File: src/rtl/pg_pkg.sv
package pg_pkg;
    timeunit 1ns;
    timeprecision 1ps;

    // Per-page access rights; bit 0 read, bit 1 write.
    typedef struct packed {
        logic wr;
        logic rd;
    } perm_t;

    // Fault status; bit 0 valid, bit 1 write, bit 2 overflow.
    typedef struct packed {
        logic ovf;
        logic is_wr;
        logic valid;
    } fstat_t;
endpackage

File: src/rtl/pg_perm_file.sv
module pg_perm_file
    import pg_pkg::*;
#(
    parameter int PAGES  = 32,
    parameter int BACKED = 24,
    localparam int PG_W  = $clog2(PAGES)
) (
    input  logic                  clk,
    input  logic                  rst_n,
    input  logic                  wr_en,
    input  logic [PG_W-1:0]       wr_idx,
    input  perm_t                 wr_val,
    output perm_t [PAGES-1:0]     perms
);
    timeunit 1ns;
    timeprecision 1ps;

    typedef struct packed {
        perm_t [PAGES-1:0] perm;
    } pf_state_t;

    pf_state_t pf_d, pf_q;

    always_comb begin
        pf_d = pf_q;
        if (wr_en) begin
            pf_d.perm[wr_idx] = wr_val;
        end
    end

    always_ff @(posedge clk or negedge rst_n) begin
        if (!rst_n) begin
            for (int i = 0; i < PAGES; i++) begin
                pf_q.perm[i] <= (i < BACKED) ? perm_t'(2'b11) : perm_t'(2'b00);
            end
        end else begin
            pf_q <= pf_d;
        end
    end

    assign perms = pf_q.perm;
endmodule

File: src/rtl/pg_access_gate.sv
module pg_access_gate
    import pg_pkg::*;
#(
    parameter int DATA_W    = 32,
    parameter int PAGES     = 32,
    parameter int PAGE_BITS = 14,
    parameter int BACKED    = 24,
    localparam int PG_W     = $clog2(PAGES),
    localparam int WIN_BITS = PAGE_BITS + PG_W,
    localparam int MEM_AW   = WIN_BITS - 2
) (
    input  logic                clk,
    input  logic                rst_n,
    input  logic                acc_valid,
    input  logic                acc_write,
    input  logic                acc_debug,
    input  logic [MEM_AW-1:0]   acc_word,
    input  logic [DATA_W-1:0]   acc_wdata,
    input  perm_t [PAGES-1:0]   perms,
    output logic                mem_en,
    output logic                mem_we,
    output logic [MEM_AW-1:0]   mem_addr,
    output logic [DATA_W-1:0]   mem_wdata,
    input  logic [DATA_W-1:0]   mem_rdata,
    output logic                rsp_valid,
    output logic                rsp_err,
    output logic [DATA_W-1:0]   rsp_rdata,
    output logic                deny
);
    timeunit 1ns;
    timeprecision 1ps;

    // Word-index bit that the storage drops for the reserved pages.
    localparam int ALIAS_BIT = MEM_AW - 2;

    typedef struct packed {
        logic rsp_valid;
        logic rsp_err;
        logic pass_rd;
    } gate_state_t;

    gate_state_t gt_d, gt_q;
    logic [PG_W-1:0]   page;
    logic              reserved;
    logic              allowed;
    logic [MEM_AW-1:0] mapped;

    always_comb begin
        page     = acc_word[MEM_AW-1:PAGE_BITS-2];
        reserved = (int'(page) >= BACKED);
        allowed  = acc_debug || (acc_write ? perms[page].wr : perms[page].rd);
        mapped   = acc_word;
        if (reserved) begin
            mapped[ALIAS_BIT] = 1'b0;
        end

        deny      = acc_valid && !allowed;
        mem_en    = acc_valid && allowed;
        mem_we    = acc_valid && allowed && acc_write;
        mem_addr  = mapped;
        mem_wdata = acc_wdata;

        gt_d.rsp_valid = acc_valid;
        gt_d.rsp_err   = acc_valid && !allowed;
        gt_d.pass_rd   = acc_valid && allowed && !acc_write;
    end

    always_ff @(posedge clk or negedge rst_n) begin
        if (!rst_n) begin
            gt_q <= '0;
        end else begin
            gt_q <= gt_d;
        end
    end

    assign rsp_valid = gt_q.rsp_valid;
    assign rsp_err   = gt_q.rsp_err;
    assign rsp_rdata = gt_q.pass_rd ? mem_rdata : '0;
endmodule

File: src/rtl/pg_fault_unit.sv
module pg_fault_unit
    import pg_pkg::*;
#(
    parameter int ADDR_W = 32
) (
    input  logic              clk,
    input  logic              rst_n,
    input  logic              deny,
    input  logic              deny_wr,
    input  logic [ADDR_W-1:0] deny_addr,
    input  logic              clr,
    output logic [ADDR_W-1:0] fault_addr,
    output fstat_t            fault_stat,
    output logic              fault_pulse
);
    timeunit 1ns;
    timeprecision 1ps;

    typedef struct packed {
        logic [ADDR_W-1:0] addr;
        fstat_t            stat;
        logic              pulse;
    } flt_state_t;

    flt_state_t fl_d, fl_q;

    always_comb begin
        fl_d       = fl_q;
        fl_d.pulse = deny;
        // Clear acts on the old contents; a fault in the same cycle is then captured fresh.
        if (clr) begin
            fl_d.addr = '0;
            fl_d.stat = '0;
        end
        if (deny) begin
            if (!fl_d.stat.valid) begin
                fl_d.addr       = deny_addr;
                fl_d.stat.valid = 1'b1;
                fl_d.stat.is_wr = deny_wr;
            end else begin
                fl_d.stat.ovf = 1'b1;
            end
        end
    end

    always_ff @(posedge clk or negedge rst_n) begin
        if (!rst_n) begin
            fl_q <= '0;
        end else begin
            fl_q <= fl_d;
        end
    end

    assign fault_addr  = fl_q.addr;
    assign fault_stat  = fl_q.stat;
    assign fault_pulse = fl_q.pulse;
endmodule

File: src/rtl/page_guard.sv
module page_guard
    import pg_pkg::*;
#(
    parameter int ADDR_W    = 32,
    parameter int DATA_W    = 32,
    parameter int PAGES     = 32,
    parameter int PAGE_BITS = 14,
    parameter int BACKED    = 24,
    localparam int PG_W     = $clog2(PAGES),
    localparam int WIN_BITS = PAGE_BITS + PG_W,
    localparam int MEM_AW   = WIN_BITS - 2,
    localparam int CFG_AW   = $clog2(PAGES + 3)
) (
    input  logic               clk,
    input  logic               rst_n,
    input  logic               acc_valid,
    input  logic               acc_write,
    input  logic               acc_debug,
    input  logic [ADDR_W-1:0]  acc_addr,
    input  logic [DATA_W-1:0]  acc_wdata,
    output logic               rsp_valid,
    output logic               rsp_err,
    output logic [DATA_W-1:0]  rsp_rdata,
    output logic               mem_en,
    output logic               mem_we,
    output logic [MEM_AW-1:0]  mem_addr,
    output logic [DATA_W-1:0]  mem_wdata,
    input  logic [DATA_W-1:0]  mem_rdata,
    input  logic               cfg_valid,
    input  logic               cfg_write,
    input  logic [CFG_AW-1:0]  cfg_addr,
    input  logic [1:0]         cfg_wdata,
    output logic [DATA_W-1:0]  cfg_rdata,
    output logic               fault_pulse
);
    timeunit 1ns;
    timeprecision 1ps;

    localparam logic [CFG_AW-1:0] IDX_FADDR = CFG_AW'(PAGES);
    localparam logic [CFG_AW-1:0] IDX_FSTAT = CFG_AW'(PAGES + 1);
    localparam logic [CFG_AW-1:0] IDX_FCLR  = CFG_AW'(PAGES + 2);

    typedef struct packed {
        logic [DATA_W-1:0] rdata;
    } reg_state_t;

    perm_t [PAGES-1:0] perms;
    logic [ADDR_W-1:0] fault_addr;
    fstat_t            fault_stat;
    logic              stat_valid;
    logic              deny;
    logic              perm_wr_en;
    logic              clr;
    logic [DATA_W-1:0] rd_mux;
    reg_state_t        rg_d, rg_q;

    always_comb begin
        perm_wr_en = cfg_valid && cfg_write && (cfg_addr < IDX_FADDR);
        clr        = cfg_valid && cfg_write && (cfg_addr == IDX_FCLR) && cfg_wdata[0];

        rd_mux = '0;
        if (cfg_addr < IDX_FADDR) begin
            rd_mux[1:0] = perms[cfg_addr[PG_W-1:0]];
        end else if (cfg_addr == IDX_FADDR) begin
            rd_mux = DATA_W'(fault_addr);
        end else if (cfg_addr == IDX_FSTAT) begin
            rd_mux = DATA_W'(fault_stat);
        end
        rg_d.rdata = (cfg_valid && !cfg_write) ? rd_mux : '0;
    end

    always_ff @(posedge clk or negedge rst_n) begin
        if (!rst_n) begin
            rg_q <= '0;
        end else begin
            rg_q <= rg_d;
        end
    end

    assign cfg_rdata  = rg_q.rdata;
    assign stat_valid = fault_stat.valid;

    pg_perm_file #(
        .PAGES  (PAGES),
        .BACKED (BACKED)
    ) i_perm_file (
        .clk    (clk),
        .rst_n  (rst_n),
        .wr_en  (perm_wr_en),
        .wr_idx (cfg_addr[PG_W-1:0]),
        .wr_val (perm_t'(cfg_wdata)),
        .perms  (perms)
    );

    pg_access_gate #(
        .DATA_W    (DATA_W),
        .PAGES     (PAGES),
        .PAGE_BITS (PAGE_BITS),
        .BACKED    (BACKED)
    ) i_access_gate (
        .clk       (clk),
        .rst_n     (rst_n),
        .acc_valid (acc_valid),
        .acc_write (acc_write),
        .acc_debug (acc_debug),
        .acc_word  (acc_addr[WIN_BITS-1:2]),
        .acc_wdata (acc_wdata),
        .perms     (perms),
        .mem_en    (mem_en),
        .mem_we    (mem_we),
        .mem_addr  (mem_addr),
        .mem_wdata (mem_wdata),
        .mem_rdata (mem_rdata),
        .rsp_valid (rsp_valid),
        .rsp_err   (rsp_err),
        .rsp_rdata (rsp_rdata),
        .deny      (deny)
    );

    pg_fault_unit #(
        .ADDR_W (ADDR_W)
    ) i_fault_unit (
        .clk         (clk),
        .rst_n       (rst_n),
        .deny        (deny),
        .deny_wr     (acc_write),
        .deny_addr   (acc_addr),
        .clr         (clr),
        .fault_addr  (fault_addr),
        .fault_stat  (fault_stat),
        .fault_pulse (fault_pulse)
    );
endmodule

File: config.mk
export PLATFORM = sky130hd
export DESIGN_NAME = page_guard
export DESIGN_NICKNAME = d
export VERILOG_FILES = /design/src/rtl/pg_pkg.sv /design/src/rtl/pg_perm_file.sv /design/src/rtl/pg_access_gate.sv /design/src/rtl/pg_fault_unit.sv /design/src/rtl/page_guard.sv
export SDC_FILE = /design/constraint.sdc
export NUM_CORES = 1
export LEC_CHECK = 0
export BUFFER_PORTS_ARGS = -buffer_cell sky130_fd_sc_hd__buf_4
export CAP_MARGIN = 20
export CORE_UTILIZATION = 45
export DETAILED_ROUTE_END_ITERATION = 10
export GPL_TIMING_DRIVEN = 1
export PLACE_DENSITY = 0.68
export SYNTH_ARGS = -nofsm -noshare
export SYNTH_HDL_FRONTEND = slang
export SYNTH_HIERARCHICAL = 1
export SYNTH_SLANG_ARGS = --single-unit
File: constraint.sdc
create_clock -name clk -period 2.9 [get_ports clk]
set_input_delay 0.29 -clock clk [delete_from_list [all_inputs] [get_ports clk]]
set_output_delay 0.29 -clock clk [all_outputs]
set_load 0.02 [all_outputs]
Yosys cells after proc, flatten, opt, wreduce, memory -nomap -nowiden
Cells that the tools add are included.
- register bits after elaboration: 134
- bits of input ports: 111
- output and inout bits: 118
- word-level logic and storage cells: 114
- $lt $le $gt $ge: 5
- equal/unequal tests: 3
- multiplexer cells: 20
- reductions and logical operators: 14
- operators by type and width (cell ; number):
    2-to-1 mux 32 bit ; 4
    2-to-1 mux 35 bit ; 2
    bitwise mux 64 bit ; 1
    2-to-1 mux 30 bit ; 1
    binary-select mux 2 bit (select 5 bit) ; 2
    == test 6 bit (second input constant) ; 3
    < comparator 5 x 6 -> 1 bit (second input constant) ; 2
    demux 2 bit (select 5 bit) ; 1
    logical AND 1 bit ; 10
    2-to-1 mux 2 bit ; 5
    < comparator 6 bit (second input constant) ; 1
    >= comparator 5 x 1 -> 1 bit (second input constant) ; 1
    >= comparator 5 bit (second input constant) ; 1
    zero test 1 bit ; 3
    2-to-1 mux 1 bit ; 3
    2-to-1 mux 3 bit ; 1
    logical OR 1 bit ; 1

Depth between registers and ports, before layout
- depth in word-level cells: 7
- depth in mapped cells: 12
- gate-level depth less buffers: 7

Hierarchy
Netlist, hierarchy kept.
- modules (own cells, without submodules) (module ; instances ; cells each ; area an instance (um^2) ; seq. area each (um^2)):
    pg_perm_file ; 1 ; 182 ; 2718.9 ; 1661.6
    pg_fault_unit ; 1 ; 156 ; 1813.0 ; 900.9
    page_guard ; 1 ; 152 ; 1754.2 ; 800.8
    pg_access_gate ; 1 ; 130 ; 1252.5 ; 75.1

Worst setup path after synthesis
Ideal clock, no wire load.
- kind: in2reg
- start: in acc_addr[14]
- end: reg i_fault_unit.fl_q, in the netlist i_fault_unit/fault_addr[10]
- setup time: 133 ps
- arrival time: 2614 ps
- required time: 2767 ps
- path slack: 153 ps
- stages: 12
- buffers on the path: 5
- cells stage by stage: buf_6 buf_8 mux4_2 mux4_2 a2bb2oi_1 and3_4 and3b_1 buf_6 nor2b_4 buf_6 buf_6 o32ai_2
- RTL lines (element ; RTL line ; source):
    start: declaration ; page_guard.sv:19 ; input logic [ADDR_W-1:0] acc_addr,
    end signal: assignment ; pg_fault_unit.sv:50 ; fl_q <= fl_d;
    end: declaration ; pg_fault_unit.sv:25 ; flt_state_t fl_d, fl_q;

Worst setup path in the final report
- start: reg i_perm_file.pf_q, in the netlist i_perm_file/perms[55]
- end: out mem_en
- word-level cells in the longest chain between the ends: 5
- RTL lines (element ; RTL line ; source):
    start: declaration ; pg_perm_file.sv:22 ; pf_state_t pf_d, pf_q;
    start signal: assignment ; pg_perm_file.sv:37 ; pf_q <= pf_d;
    binary-select mux 2 bit (select 5 bit) ; pg_access_gate.sv:51 ; allowed = acc_debug || (acc_write ? perms[page].wr : perms[page].rd);
    2-to-1 mux 2 bit ; - ;
    2-to-1 mux 1 bit ; pg_access_gate.sv:51 ;
    logical OR 1 bit ; pg_access_gate.sv:51 ;
    logical AND 1 bit ; pg_access_gate.sv:58 ; mem_en = acc_valid && allowed;
    end: declaration ; page_guard.sv:24 ; output logic mem_en,
Every way passes these cells. The select of a mux whose other input is x is not followed.

==> summary.md <==
| Metric | Value |
|---|---|
| Outcome | completed |
| Relative slew slack | 0.557 |
| Count of mapped cells out of synthesis | 620 |
| Most common flop cell mapped by yosys | sky130_fd_sc_hd__dfrtp_1 |
| GRT Overall Usage | 0.220 |
| Starting density of the core | 0.468 |
| Cell area after layout | 9120 um2 |
| Startpoint class of the critical path | flip-flop |
| Crit end category | output port |
| Core outline area | 16100 um2 |
| Worst Setup Slack, final | 0.0480 ns |
| Finish-stage setup viols | 0 |
| Ports placed on the boundary | 229 |
| TritonRoute pass-1 iters | 5 |
| Root buffer selected by CTS | sky130_fd_sc_hd__clkbuf_16 |
| Arrival time reported for the critical path endpoint | 2.56 ns |
| Total die area | 17300 um2 |
| Maximum clock frequency | 351 MHz |
| Total clock buffers created by CTS | 17 |
| Starting DRC count in detailed routing | 233 |
| Pin count of the biggest net entering global routing | 65 |
| Total number of placement rows | 46 |
| Placed standard-cell area | 8530 um2 |
| Power Density | 581 nW/um2 |
| DRC errors left | 0 |
| Worst slew pin tran | 0.664 ns |
| Setup Total Neg Slack | 0 ns |
| Average wire per standard cell | 19.4 um |
| Number of H-tree branching levels | 4 |
| Global-route wire length before repair | 29700 um |
| Via-to-Cell Ratio | 5.37 |
| Setup repair after global routing missed its margin | false |
| DRT Wirelength | 18500 um |
| Worst Path Max Fanout | 3 |
| Post-CTS setup buffer count | 0 |
| Part of the Yosys area used for sequential elements | 0.456 |
| Syn_nets | 731 |
| Die X-Extent | 131 um |
| Layout Area Growth over Synthesis | 21.0% |
| Time the worst path needs with I/O delays and setup | 2.85 ns |
| Final hold viol count | 0 |
| Number of flops mapped to enable cells by yosys | 0 |
| CTS max path bufs | 2 |
| Flip-flop and latch count after synthesis | 135 |
| Net count of the finished layout | 838 |
| Worst vdd ir | 0.000444 V |
| Worst setup path class | reg -> out |
| Number of max-slew violations in the final report | 0 |
| Via count of the first global-routing pass | 5443 |
| Post-Place Setup Slack | 0.0380 ns |
| Share of async-settable or async-resettable flops after synthesis | 1.00 |
| Total power | 5.30 mW |
| Reported leakage power | 4.21 nW |
| Via count | 5137 |
| Mapped Area | 7540 um2 |
| Distinct cells, synth | 54 |
| Mean post-synth cell area | 12.2 um2 |
| Hpwl dp | 13400 um |
| Antenna Nets Post-Route | 0 |
| Data required time at the worst endpoint | 2.61 ns |
| Final worst path period share | 0.983 |
| Clock sink total | 135 |
| Clock skew | 0.00809 ns |
| Placer's final routability congestion estimate | 0.881 |
| Total number of yosys warnings | 6 |
| Clk Latency, worst-skew pair | 0.42 ns |
| Max Cap Violations | 0 |
| Total gr overflow | 0 |
| Initial antenna violation count | 1 |
| Die H | 131 um |
| Kind of path behind the tightest hold check | in -> reg |
| CTS tree | built |
| Worst-path clk slew | 0.06 ns |
| Proportion of layout cells with a drive suffix above 1 | 0.518 |
| Count of input and output buffers | 164 |
==> state kept, by name (all words and copies together), names as in the netlist <==
name,cells
i_access_gate/gt_q,1
i_perm_file/perms,64
i_access_gate/rsp_err,1
i_fault_unit/fault_addr,32
i_access_gate/rsp_valid,1
i_fault_unit/fault_pulse,1
i_fault_unit/fault_stat,3
cfg_rdata,32
==> worst max-delay path: stages, from the launching register on <==
cell,delay [ns]
sky130_fd_sc_hd__dfrtp_1,0.41
sky130_fd_sc_hd__mux4_2,0.48
sky130_fd_sc_hd__mux4_2,0.48
sky130_fd_sc_hd__a2bb2oi_1,0.15
sky130_fd_sc_hd__and3_4,0.19
sky130_fd_sc_hd__o31a_1,0.28
sky130_fd_sc_hd__buf_6,0.15
==> path summary, 6_finish.rpt <==
path | from | to | slack [ns] | cells after the start
worst max-delay path | i_perm_file/perms[55] | mem_en | 0.05 | 6
worst min-delay path | acc_valid | i_access_gate/rsp_valid | 0.02 | 1
worst max register to register | i_perm_file/perms[55] | i_fault_unit/fault_addr[24] | 0.19 | 8
worst min register to register | i_fault_unit/fault_addr[9] | cfg_rdata[9] | 0.47 | 1
max in group asynchronous | rst_n | i_perm_file/perms[39] | 1.60 | 3
min in group asynchronous | rst_n | i_fault_unit/fault_addr[28] | 0.46 | 2
==> per-stage QoR <==
step | std cells | hold slack (ns) | utilization
2_1_floorplan | 620 | -0.00559 | -
3_3_place_gp | 923 | 0.352 | 0.529
3_5_place_dp | 923 | 0.367 | 0.529
4_1_cts | 955 | 0.00727 | 0.566
5_1_grt | 956 | 0.00477 | 0.566
6_report | 956 | 0.0241 | 0.566
==> report_power, final <==
group          internal, mW  leakage (nW)  switching, mW
registers              2.17          1.62          0.148
logic                 0.493          2.31          0.398
clock network          1.27         0.280          0.820
==> cells in the mapped netlist, types with 2 or more instances <==
master	number	share of area
sky130_fd_sc_hd__clkbuf_1	13	0.0065
sky130_fd_sc_hd__and2b_1	2	0.0020
sky130_fd_sc_hd__nor2_1	19	0.0095
sky130_fd_sc_hd__o211a_1	2	0.0027
sky130_fd_sc_hd__a21oi_1	4	0.0027
sky130_fd_sc_hd__mux2i_1	33	0.044
sky130_fd_sc_hd__mux2_2	58	0.087
sky130_fd_sc_hd__o32ai_2	30	0.065
sky130_fd_sc_hd__o21ai_0	4	0.0027
sky130_fd_sc_hd__nor2_4	4	0.0060
sky130_fd_sc_hd__nand3b_1	5	0.0050
sky130_fd_sc_hd__nand2b_1	2	0.0017
sky130_fd_sc_hd__inv_1	36	0.018
sky130_fd_sc_hd__mux4_1	4	0.014
sky130_fd_sc_hd__nor3_1	2	0.0013
sky130_fd_sc_hd__mux2_4	6	0.012
sky130_fd_sc_hd__a22oi_1	10	0.010
sky130_fd_sc_hd__nand2_1	56	0.028
sky130_fd_sc_hd__nand3_1	4	0.0027
sky130_fd_sc_hd__mux4_2	17	0.051
sky130_fd_sc_hd__dfrtp_1	87	0.29
sky130_fd_sc_hd__nor2b_1	5	0.0041
sky130_fd_sc_hd__o32ai_1	3	0.0035
sky130_fd_sc_hd__buf_6	8	0.012
sky130_fd_sc_hd__and2_1	62	0.051
sky130_fd_sc_hd__dfstp_2	48	0.17
sky130_fd_sc_hd__buf_2	10	0.0066
sky130_fd_sc_hd__and3b_2	2	0.0027
sky130_fd_sc_hd__buf_4	52	0.052
sky130_fd_sc_hd__buf_12	2	0.0053
sky130_fd_sc_hd__nor3b_2	4	0.0066
sky130_fd_sc_hd__and3_1	4	0.0033
==> cells by family after synthesis <==
| kind of cell | count (synthesis) | share of synthesized area |
|---|---|---|
| simple gates | 180 | 0.135 |
| flops | 135 | 0.456 |
| mux | 118 | 0.207 |
| compound gates | 64 | 0.0993 |
| buf+inv | 123 | 0.103 |
==> per-layer routing <==
metal / vias up / global-route usage / part of all wire
met5: - / 0 / 0
met4: 0 / 0.0911 / 0.027
met3: 49 / 0.0575 / 0.066
met2: 217 / 0.357 / 0.49
met1: 2535 / 0.279 / 0.42
li1: 2336 / - / -
==> cells in the final DEF, fill, tap and decap left out, types with 3 or more instances in the layout <==
| cell type | count |
|---|---|
| sky130_fd_sc_hd__clkbuf_16 | 17 |
| sky130_fd_sc_hd__clkinv_4 | 3 |
| sky130_fd_sc_hd__nor2_1 | 19 |
| sky130_fd_sc_hd__a22oi_1 | 10 |
| sky130_fd_sc_hd__o32ai_2 | 30 |
| sky130_fd_sc_hd__mux2_4 | 6 |
| sky130_fd_sc_hd__mux2_2 | 58 |
| sky130_fd_sc_hd__buf_12 | 3 |
| sky130_fd_sc_hd__dfstp_2 | 48 |
| sky130_fd_sc_hd__nand2_1 | 56 |
| sky130_fd_sc_hd__nand3b_1 | 5 |
| sky130_fd_sc_hd__mux4_2 | 17 |
| sky130_fd_sc_hd__and2_1 | 62 |
| sky130_fd_sc_hd__o21ai_0 | 4 |
| sky130_fd_sc_hd__nor2b_1 | 4 |
| sky130_fd_sc_hd__a21oi_1 | 4 |
| sky130_fd_sc_hd__inv_1 | 36 |
| sky130_fd_sc_hd__dfrtp_1 | 87 |
| sky130_fd_sc_hd__mux4_1 | 4 |
| sky130_fd_sc_hd__nand3_1 | 4 |
| sky130_fd_sc_hd__mux2i_1 | 33 |
| sky130_fd_sc_hd__clkinv_2 | 3 |
| sky130_fd_sc_hd__and3_1 | 3 |
| sky130_fd_sc_hd__inv_6 | 4 |
| sky130_fd_sc_hd__buf_4 | 170 |
| sky130_fd_sc_hd__o32ai_1 | 3 |
| sky130_fd_sc_hd__nor2_4 | 4 |
| sky130_fd_sc_hd__nor3b_2 | 4 |
==> repair_timing <==
| item | CTS | global route |
|---|---|---|
| hold buffers | 1 | 0 |
| endpoints found under the setup margin | 0 | 1 |
| resized for setup | 0 | 1 |
| hold endpoints to repair | 49 | 0 |
==> layout make-up <==
type / count / area [um2]
clock inverters: 14 / 151
well taps: 216 / 270
clock buffers: 17 / 425
diodes: 1 / 2.50
repair buffers: 175 / 1360
fillers: 1356 / 6990
inverters: 36 / 135
flip-flops and latches: 135 / 3440
multi-input cells: 362 / 3340
Note: power is estimated with default switching activity, not from simulation.
